==> config.mk <==
export PLATFORM = sky130hd
export DESIGN_NAME = fma_nan_arbiter
export DESIGN_NICKNAME = d
export VERILOG_FILES = /design/src/rtl/fma_nan_pkg.sv /design/src/rtl/fma_nan_classify.sv /design/src/rtl/fma_nan_policy_table.sv /design/src/rtl/fma_nan_order_pick.sv /design/src/rtl/fma_nan_arbiter.sv
export SDC_FILE = /design/constraint.sdc
export NUM_CORES = 1
export LEC_CHECK = 0
export ABC_AREA = 1
export CORE_AREA = 8 8 45 47
export DETAILED_ROUTE_END_ITERATION = 10
export DIE_AREA = 0 0 53 55
export PLACE_DENSITY_LB_ADDON = 0.3
export SYNTH_ARGS = -nofsm -noshare
export SYNTH_HDL_FRONTEND = slang
export SYNTH_SLANG_ARGS = --single-unit
==> constraint.sdc <==
create_clock -name vclk -period 2.7
set_clock_uncertainty 0.1 [all_clocks]
set_input_delay 0.675 -clock vclk [all_inputs]
set_output_delay 0.675 -clock vclk [all_outputs]
set_load 0.02 [all_outputs]
==> src/rtl/fma_nan_pkg.sv <==
// Package: shared types for the FMA NaN arbiter.
// Assumes operand indices double as result codes (0 a, 1 b, 2 c).
package fma_nan_pkg;

    localparam int unsigned N_OPS   = 3;
    localparam int unsigned CLS_W   = 2;
    localparam int unsigned CODE_W  = 2;
    localparam int unsigned POL_W   = 3;

    typedef logic [CODE_W-1:0] op_idx_t;

    localparam op_idx_t IDX_A       = 2'd0;
    localparam op_idx_t IDX_B       = 2'd1;
    localparam op_idx_t IDX_C       = 2'd2;
    localparam op_idx_t CODE_DFLT   = 2'd3;

    localparam logic [CLS_W-1:0] CLS_QUIET = 2'b01;
    localparam logic [CLS_W-1:0] CLS_SIGN  = 2'b10;

    // How the infinity-times-zero product is handled
    typedef enum logic [1:0] {
        IZ_DFLT_IF_CQ = 2'd0,   // default NaN only when c is quiet
        IZ_DFLT       = 2'd1,   // always default NaN
        IZ_TAKE_C     = 2'd2    // hand back operand c
    } iz_mode_e;

    typedef struct packed {
        op_idx_t  first;
        op_idx_t  second;
        op_idx_t  third;
        logic     two_tier;     // rank signaling NaNs ahead of quiet ones
        iz_mode_e iz_mode;
        logic     force_dflt;   // result is always the default NaN
    } pol_cfg_t;

endpackage

==> src/rtl/fma_nan_classify.sv <==
// Module: fma_nan_classify
// Turns the per-operand class codes into signaling, quiet and any-NaN
// vectors, indexed 0 = a, 1 = b, 2 = c. Code 2'b11 counts as non-NaN.
module fma_nan_classify
    import fma_nan_pkg::*;
(
    input  logic [N_OPS*CLS_W-1:0] cls_flat,
    output logic [N_OPS-1:0]       is_sig,
    output logic [N_OPS-1:0]       is_qui,
    output logic [N_OPS-1:0]       is_nan
);

    for (genvar g = 0; g < N_OPS; g++) begin : g_op
        logic [CLS_W-1:0] code;
        assign code = cls_flat[g*CLS_W +: CLS_W];

        // Decode one operand class
        always_comb begin
            is_sig[g] = (code == CLS_SIGN);
            is_qui[g] = (code == CLS_QUIET);
            is_nan[g] = is_sig[g] | is_qui[g];
        end
    end

endmodule

==> src/rtl/fma_nan_policy_table.sv <==
// Module: fma_nan_policy_table
// Maps the policy select to a scan order, a tier mode and an
// infinity-times-zero rule. Unlisted selects behave as always-default.
module fma_nan_policy_table
    import fma_nan_pkg::*;
(
    input  logic [POL_W-1:0] policy,
    output pol_cfg_t         cfg
);

    // Look up the configuration of the selected policy
    always_comb begin
        cfg = '{first: IDX_A, second: IDX_B, third: IDX_C, two_tier: 1'b0,
                iz_mode: IZ_DFLT, force_dflt: 1'b1};
        unique case (policy)
            3'd0: cfg = '{first: IDX_C, second: IDX_A, third: IDX_B,
                          two_tier: 1'b1, iz_mode: IZ_DFLT_IF_CQ, force_dflt: 1'b0};
            3'd1: cfg = '{first: IDX_A, second: IDX_B, third: IDX_C,
                          two_tier: 1'b1, iz_mode: IZ_DFLT, force_dflt: 1'b0};
            3'd2: cfg = '{first: IDX_C, second: IDX_A, third: IDX_B,
                          two_tier: 1'b1, iz_mode: IZ_TAKE_C, force_dflt: 1'b0};
            3'd3: cfg = '{first: IDX_A, second: IDX_C, third: IDX_B,
                          two_tier: 1'b0, iz_mode: IZ_TAKE_C, force_dflt: 1'b0};
            3'd5: cfg = '{first: IDX_A, second: IDX_B, third: IDX_C,
                          two_tier: 1'b0, iz_mode: IZ_TAKE_C, force_dflt: 1'b0};
            3'd6: cfg = '{first: IDX_C, second: IDX_B, third: IDX_A,
                          two_tier: 1'b0, iz_mode: IZ_TAKE_C, force_dflt: 1'b0};
            default: ;
        endcase
    end

endmodule

==> src/rtl/fma_nan_order_pick.sv <==
// Module: fma_nan_order_pick
// Walks the operands in the configured order. It takes the first
// signaling NaN when two-tier ranking is on, otherwise (or failing that)
// the first NaN of any kind. When nothing matches it falls back to the
// last operand in the order.
module fma_nan_order_pick
    import fma_nan_pkg::*;
(
    input  pol_cfg_t         cfg,
    input  logic [N_OPS-1:0] is_sig,
    input  logic [N_OPS-1:0] is_nan,
    output op_idx_t          sel
);

    op_idx_t          order [N_OPS];
    logic [N_OPS-1:0] hit_sig;
    logic [N_OPS-1:0] hit_nan;

    // Unpack the scan order
    always_comb begin
        order[0] = cfg.first;
        order[1] = cfg.second;
        order[2] = cfg.third;
    end

    for (genvar k = 0; k < N_OPS; k++) begin : g_slot
        logic [N_OPS-1:0] onehot;
        // Route the operand at scan slot k to its hit flags
        always_comb begin
            onehot     = '0;
            for (int j = 0; j < N_OPS; j++) begin
                onehot[j] = (order[k] == op_idx_t'(j));
            end
            hit_sig[k] = cfg.two_tier & |(onehot & is_sig);
            hit_nan[k] = |(onehot & is_nan);
        end
    end

    // Priority scan: signaling tier, then any-NaN tier, then fallback
    always_comb begin
        logic done;
        sel  = order[N_OPS-1];
        done = 1'b0;
        for (int k = 0; k < N_OPS; k++) begin
            if (!done && hit_sig[k]) begin
                sel  = order[k];
                done = 1'b1;
            end
        end
        for (int k = 0; k < N_OPS; k++) begin
            if (!done && hit_nan[k]) begin
                sel  = order[k];
                done = 1'b1;
            end
        end
    end

endmodule

==> src/rtl/fma_nan_arbiter.sv <==
// Module: fma_nan_arbiter (top)
// Combinational NaN source selection for a fused multiply-add.
// Assumes the caller quiets a chosen signaling NaN and builds the default
// NaN. With no NaN operand the result code is the default-NaN code.
module fma_nan_arbiter
    import fma_nan_pkg::*;
(
    input  logic [1:0] op_a_cls,
    input  logic [1:0] op_b_cls,
    input  logic [1:0] op_c_cls,
    input  logic       inf_times_zero,
    input  logic [2:0] policy,
    output logic [1:0] pick,
    output logic       raise_invalid
);

    logic [N_OPS-1:0] is_sig;
    logic [N_OPS-1:0] is_qui;
    logic [N_OPS-1:0] is_nan;
    pol_cfg_t         cfg;
    op_idx_t          ordered_sel;
    logic             iz_hits;

    fma_nan_classify u_classify (
        .cls_flat ({op_c_cls, op_b_cls, op_a_cls}),
        .is_sig   (is_sig),
        .is_qui   (is_qui),
        .is_nan   (is_nan)
    );

    fma_nan_policy_table u_table (
        .policy (policy),
        .cfg    (cfg)
    );

    fma_nan_order_pick u_pick (
        .cfg    (cfg),
        .is_sig (is_sig),
        .is_nan (is_nan),
        .sel    (ordered_sel)
    );

    // Decide whether the infinity-times-zero rule applies under this policy
    always_comb begin
        if (cfg.iz_mode == IZ_DFLT_IF_CQ) begin
            iz_hits = inf_times_zero & is_qui[IDX_C];
        end else begin
            iz_hits = inf_times_zero;
        end
    end

    // Combine ordering, special-case overrides and the no-NaN default
    always_comb begin
        pick = ordered_sel;
        if (cfg.force_dflt) begin
            pick = CODE_DFLT;
        end else if (iz_hits) begin
            pick = (cfg.iz_mode == IZ_TAKE_C) ? IDX_C : CODE_DFLT;
        end
        if (is_nan == '0) begin
            pick = CODE_DFLT;
        end
    end

    // Raise invalid on any signaling operand or an applicable inf*0 product
    always_comb begin
        raise_invalid = (|is_sig) | iz_hits;
    end

endmodule

==> results of run 1 <==
[worst min-delay path, cell delays in order]
cell and delay, ns:
buf_6 0.12, inv_4 0.06, buf_4 0.09, a31oi_1 0.08, nand2_1 0.08, buf_6 0.11
[per-stage QoR]
| step | util, % | TNS (ns) | worst slack (ns) | hold WS [ns] | std cells |
|---|---|---|---|---|---|
| 4_1_cts | 59.5 | 0 | 0.00108 | 1.85 | 129 |
| 3_3_place_gp | 50.6 | -2.18 | -0.867 | 2.41 | 122 |
| 5_1_grt | 66.9 | -0.0972 | -0.0813 | 1.80 | 131 |
| 3_5_place_dp | 50.6 | -2.24 | -0.892 | 2.41 | 122 |
| 6_report | 66.9 | 0 | 0.0496 | 1.79 | 131 |
| 2_1_floorplan | - | 0 | 0.183 | 1.47 | 80 |
[power groups by stage]
stage	Combinational, mW	Clock, mW	Sequential (mW)
2_1_floorplan	0.0869	0	0
3_3_place_gp	0.145	0	0
3_5_place_dp	0.147	0	0
4_1_cts	0.173	0	0
5_1_grt	0.218	0	0
6_report	0.202	0	0
[cell families (layout without fill, tap and decap cells)]
kind of cell / Yosys count / count (layout) / synth area share [%]
AO/OA/AOI/OAI: 7 / 7 / 10.5
AND/OR/NAND/NOR: 53 / 53 / 64.1
buffers and inverters: 16 / 51 / 14.4
adder cells (fa/ha/maj): 4 / 4 / 11.1
[worst paths after layout]
path,to,cells past startpoint,start
setup / recovery,pick[1],15,op_c_cls[0]
hold / removal,pick[0],6,policy[1]
[cells in the mapped netlist, drive strengths merged]
cell type,n,area share (%)
ha,4,11
a21oi,1,1.1
nand3,7,8.8
nand3b,2,6.9
o21ai,2,3.0
nand2,31,31
inv,15,12
nor2,8,7.2
a31oi,1,1.4
nand4,4,8.8
clkinv,1,1.9
o21bai,1,1.7
o31ai,2,3.3
nor3,1,1.1
[area by class of cell]
| cell class | count | area share, % |
|---|---|---|
| tap | 16 | 2.16 |
| multi-input combinational | 64 | 57.7 |
| timing repair buffer | 35 | 31.5 |
| inverter | 16 | 8.65 |
[layer usage]
metal,global-route usage (%),up-vias,share of wire [%]
li1,-,329,-
met5,0,-,0
met2,23.8,15,52
met1,13.3,307,44
met4,1.72,0,1.4
met3,0.267,2,2.7
[timing repair]
item	in CTS	in global routing
setup endpoints to repair	3	2
resized for setup	74	34
pin swaps	17	21
setup buffers	7	2
==> impl_results.md, run 1 <==
* Result of the run: finished, final reports clean
* Pin count of the biggest net entering global routing at 6
* Slowest stage delay, CP at around 0.15 ns
* Kind of end point of the critical path: output port
* Number of search-and-repair iterations in the first detailed-routing pass at 4
* Dpl cell area at around 700 um^2
* Number of unique standard cell types used by synthesis at 21
* Startpoint kind of the worst setup timing path: primary input
* Leakage power at 0.490 nW
* Combined flip-flop and latch cell area at 0 um^2
* Worst-path maximum fanout at 4
* Share of final-layout standard cells stronger than drive strength 1 at just over 70%
* Most common cell after layout, fill and taps aside: buf_4
* Ordered cell list for the critical path: buf_8 > inv_4 > ha_4 > nor2_4 > nor2_4 > nand2_2 > nand2_2 > clkinv_4 > nand3b_4 > nand2_2 > nand2_1 > nand2_1 > nand2_1 > nand3_2 > buf_6
* P_sw at approximately 0.10 mW
* Switching fraction of total power at around 51%
* Height of the chip at around 55 um
* Slew @ Worst Pin at ~0.37 ns
* Max_slew headroom at 75.0%
* Share of the clock period used by the worst path at 98.2%
* Time the final worst path needs with I/O delays and setup at 2.65 ns
* Achievable Freq at 377 MHz
* Via Count at around 650
* Weighted congestion at the end of routability-driven global placement at roughly 0.9
* GRT Overall Usage at a little under an eighth
* Number of nets at the end of the flow at 131
* Routed Antenna Nets at 0
* Clock share of power at 0%
* Power Dens Cells at 218 mW/mm^2
* Final Slew Violations at 0
* Arrival @ worst endpoint at 1.88 ns
* Number of antenna violations at the first check in global routing at 0
* Total Routed Length at around 1700 um
* Count of input and output buffers at 13
* Post-CTS Hold Buffers at 0
* Total of max-cap violations at 0
* Proportion of power drawn by flip-flops and latches at 0%
* Cells after Synth at 80
* Class of the most critical hold timing path: in -> out
* Area of the mapped netlist at ~450 um^2
* Placeable Area at between 0.001 and 0.0015 mm^2
* Hold violation total from the final report at 0
* Cell Int Power at just under 0.1 mW
* Number of DRC violations after detailed-routing iteration 0 at 11
* Wire length of the first global-routing pass at 2780 um
* Wire length per cell after detailed routing at 12.6 um
* Avg Synthesized Cell Area at roughly 5.7 um^2
* Layout-stage area growth over the synthesis result at 104%
* Required @ worst endpoint at ~1.9 ns
* Count of yosys warnings during synthesis at 0
* Footprint of the multi-input gates at 534 um^2
* Worst vdd ir at about 0.11 mV
* Area enclosed by the die boundary at 0.00292 mm^2
* Total half-perimeter wirelength after legalization and detailed placement at roughly 1100 um
* Number of core rows at 14
* Count of pins on the block boundary at 13
* Vias in the first global route at about 700
* Fraction of power consumed by combinational cells at between 90% and 100%
* Post-synthesis net count at between 90 and 100
* FFs & Latches at 0
* Average vias per placed instance at roughly 5.0
* Buf/Inv on CP at 4
* Cell family with the largest share of critical-path delay: simple AND/OR/NAND/NOR gates
* Top library cells by usage in the layout, fill and taps aside: buf_4 (24), nand2_2 (14), nand2_1 (12)
* Number of inserted filler cells in the final layout at 113
* Antenna fix cells at 0
* Number of remaining DRC errors at 0
* Post-synthesis sequential area ratio at 0%
* Initial Util at between 30% and 40%
* Standard cell with the maximum stage delay on the critical path: ha_4
* Number of clock-tree buffers in the layout at 0
* Width of the die at 53 um
* Post-route standard cell area excluding fillers at around 930 um^2
* Leftover overflow at the end of global routing at 0
* Setup Crit Path Kind: in -> out
* Final Setup Violations at 0
* RSZ-0062 raised after global routing: true
* Overall Power at between 0.2 and 0.25 mW
Power figures use the tool's default switching activity.
==> inputs of run 2 (changes only) <==
- CORE_AREA: 8 8 45 47 -> 4 4 41 43
- DIE_AREA: 0 0 53 55 -> 0 0 45 47
==> impl_results.md, run 2 (synthesis gave the netlist of run 1 again) <==
* Kind of end point of the critical path: output port
* Max_slew headroom at 67.0% (-8.0 points)
* Achievable Freq at 371 MHz (-1.8%)
* Startpoint kind of the worst setup timing path: primary input
* FFs & Latches at 0 (unchanged)
* Time the final worst path needs with I/O delays and setup at 2.70 ns (+0.0481 ns)
* Combined flip-flop and latch cell area at 0 um^2 (unchanged)
* Number of DRC violations after detailed-routing iteration 0 at 7 (-4)
* Placeable Area at 0.00130 mm^2 (-6.0%)
* Final Slew Violations at 0 (unchanged)
* Switching fraction of total power at 51.5% (+0.34 points)
* Result of the run: finished, final reports clean
* Fraction of power consumed by combinational cells at 100.0% (about the same)
* Top library cells by usage in the layout, fill and taps aside: buf_4 (25), nand2_2 (13), nand2_1 (13)
* Arrival @ worst endpoint at 1.92 ns (+0.04 ns)
* Vias in the first global route at 688 (-1.3%)
* Pin count of the biggest net entering global routing at 6 (unchanged)
* Share of final-layout standard cells stronger than drive strength 1 at 72.9% (+2.4 points)
* Wire length per cell after detailed routing at 13.3 um (+5.7%)
* Leakage power at 0.500 nW (+2.1%)
* Total half-perimeter wirelength after legalization and detailed placement at 1090 um (+2.3%)
* Dpl cell area at 699 um^2 (-0.18%)
* Antenna fix cells at 0 (unchanged)
* Cell Int Power at 0.102 mW (+3.1%)
* Number of core rows at 13 (-1)
* Worst-path maximum fanout at 5 (+1)
* Final Setup Violations at 0 (unchanged)
* Number of clock-tree buffers in the layout at 0 (unchanged)
* Post-route insts no fill at 133 (+1.5%)
* Setup Crit Path Kind: in -> out
* Routed Antenna Nets at 0 (unchanged)
* Leftover overflow at the end of global routing at 0 (unchanged)
* Average vias per placed instance at 5.08 (+1.8%)
* Proportion of power drawn by flip-flops and latches at 0% (unchanged)
* Required @ worst endpoint at 1.92 ns (about the same)
* Total of max-cap violations at 0 (unchanged)
* Slew @ Worst Pin at 0.491 ns (+0.119 ns)
* Area enclosed by the die boundary at 0.00212 mm^2 (-27%)
* Number of inserted filler cells in the final layout at 102 (-9.7%)
* Height of the chip at 47 um (-15%)
* Clock share of power at 0% (unchanged)
* P_sw at 0.108 mW (+4.5%)
* Weighted congestion at the end of routability-driven global placement at 0.859 (-3.1%)
* Initial Util at 34.8% (+2.1 points)
* Share of the clock period used by the worst path at 99.9% (+1.8 points)
* Number of placed instances with taps included at 121 (-0.82%)
* Number of nets at the end of the flow at 134 (+2.3%)
* Wire length of the first global-routing pass at 2840 um (+2.2%)
* Total Routed Length at 1780 um (+7.3%)
* Via Count at 675 (+3.4%)
* Count of pins on the block boundary at 13 (unchanged)
* Power Dens Cells at 218 mW/mm^2 (-0.39%)
* Overall Power at 0.210 mW (+3.8%)
* Class of the most critical hold timing path: in -> out
* RSZ-0062 raised after global routing: true
* Post-route standard cell area excluding fillers at 965 um^2 (+4.2%)
* Worst vdd ir at 0.107 mV (-4.2%)
* Width of the die at 45 um (-15%)
* GRT Overall Usage at 17.6% (+5.9 points)
* Number of remaining DRC errors at 0 (unchanged)
* Hold violation total from the final report at 0 (unchanged)
* Count of input and output buffers at 13 (unchanged)
* Number of search-and-repair iterations in the first detailed-routing pass at 4 (unchanged)
* Layout-stage area growth over the synthesis result at 113%
* Number of antenna violations at the first check in global routing at 0 (unchanged)
* Most common cell after layout, fill and taps aside: buf_4
==> run 2: changes by cell type in the layout (fill, tap and decap cells not counted), sizes merged <==
cell and change:
clkdlybuf4s15 +1, dlygate4sd2 -1, buf +3
==> run 2: final timing paths <==
check | start | endpoint | slack (ns) | cells past startpoint
worst max-delay path | policy[0] | pick[1] | 0.002 | 14
worst min-delay path | policy[1] | pick[0] | 1.79 | 6
==> run 2: worst max-delay path, stage by stage <==
cell and delay [ns]:
buf_4 0.16, nand2_1 0.13, nand2_2 0.10, inv_2 0.10
nand2_2 0.09, nand2_2 0.09, clkinv_4 0.08, nand3b_4 0.10
nand2_2 0.05, nand2_1 0.05, nand2_1 0.05, nand2_1 0.07
nand3_2 0.06, buf_6 0.13
==> run 2: area by class of cell <==
type / instances / area [um^2] / area share [%]
multi-input cells: 64 / 551 / 57.1
repair buffers: 38 / 313 / 32.4
inverters: 16 / 82.6 / 8.56
well taps: 15 / 18.8 / 1.95
==> run 2: what timing repair did <==
action	CTS	global route
gates cloned	0	0
hold buffers	0	0
setup endpoints to repair	3	2
gates resized for setup	79	31
setup buffers	10	3
pin swaps	20	16
==> run 2: through the flow <==
step                hold WS (ns)  TNS (ns)  utilization [%]  setup slack, ns
detailed placement          2.42     -2.36             53.8           -0.888
global route                1.82    -0.113             74.1          -0.0669
CTS                         1.79         0             66.2          0.00760
finish                      1.79         0             74.1          0.00157
global placement            2.42     -2.29             53.8           -0.886
floorplan                   1.47         0                -            0.183
==> run 2: power groups by stage <==
stage | registers [mW] | logic (mW) | clock network, mW
detailed placement | 0 | 0.147 | 0
floorplan | 0 | 0.0869 | 0
finish | 0 | 0.210 | 0
CTS | 0 | 0.182 | 0
global placement | 0 | 0.145 | 0
global route | 0 | 0.226 | 0
==> run 2: per-layer routing <==
layer | part of all wire, % | GRT usage [%] | up-vias
li1 | - | - | 338
met1 | 42 | 20.4 | 312
met2 | 52 | 33.6 | 20
met3 | 3.1 | 1.15 | 5
met4 | 2.9 | 6.43 | 0
met5 | 0 | 0 | -
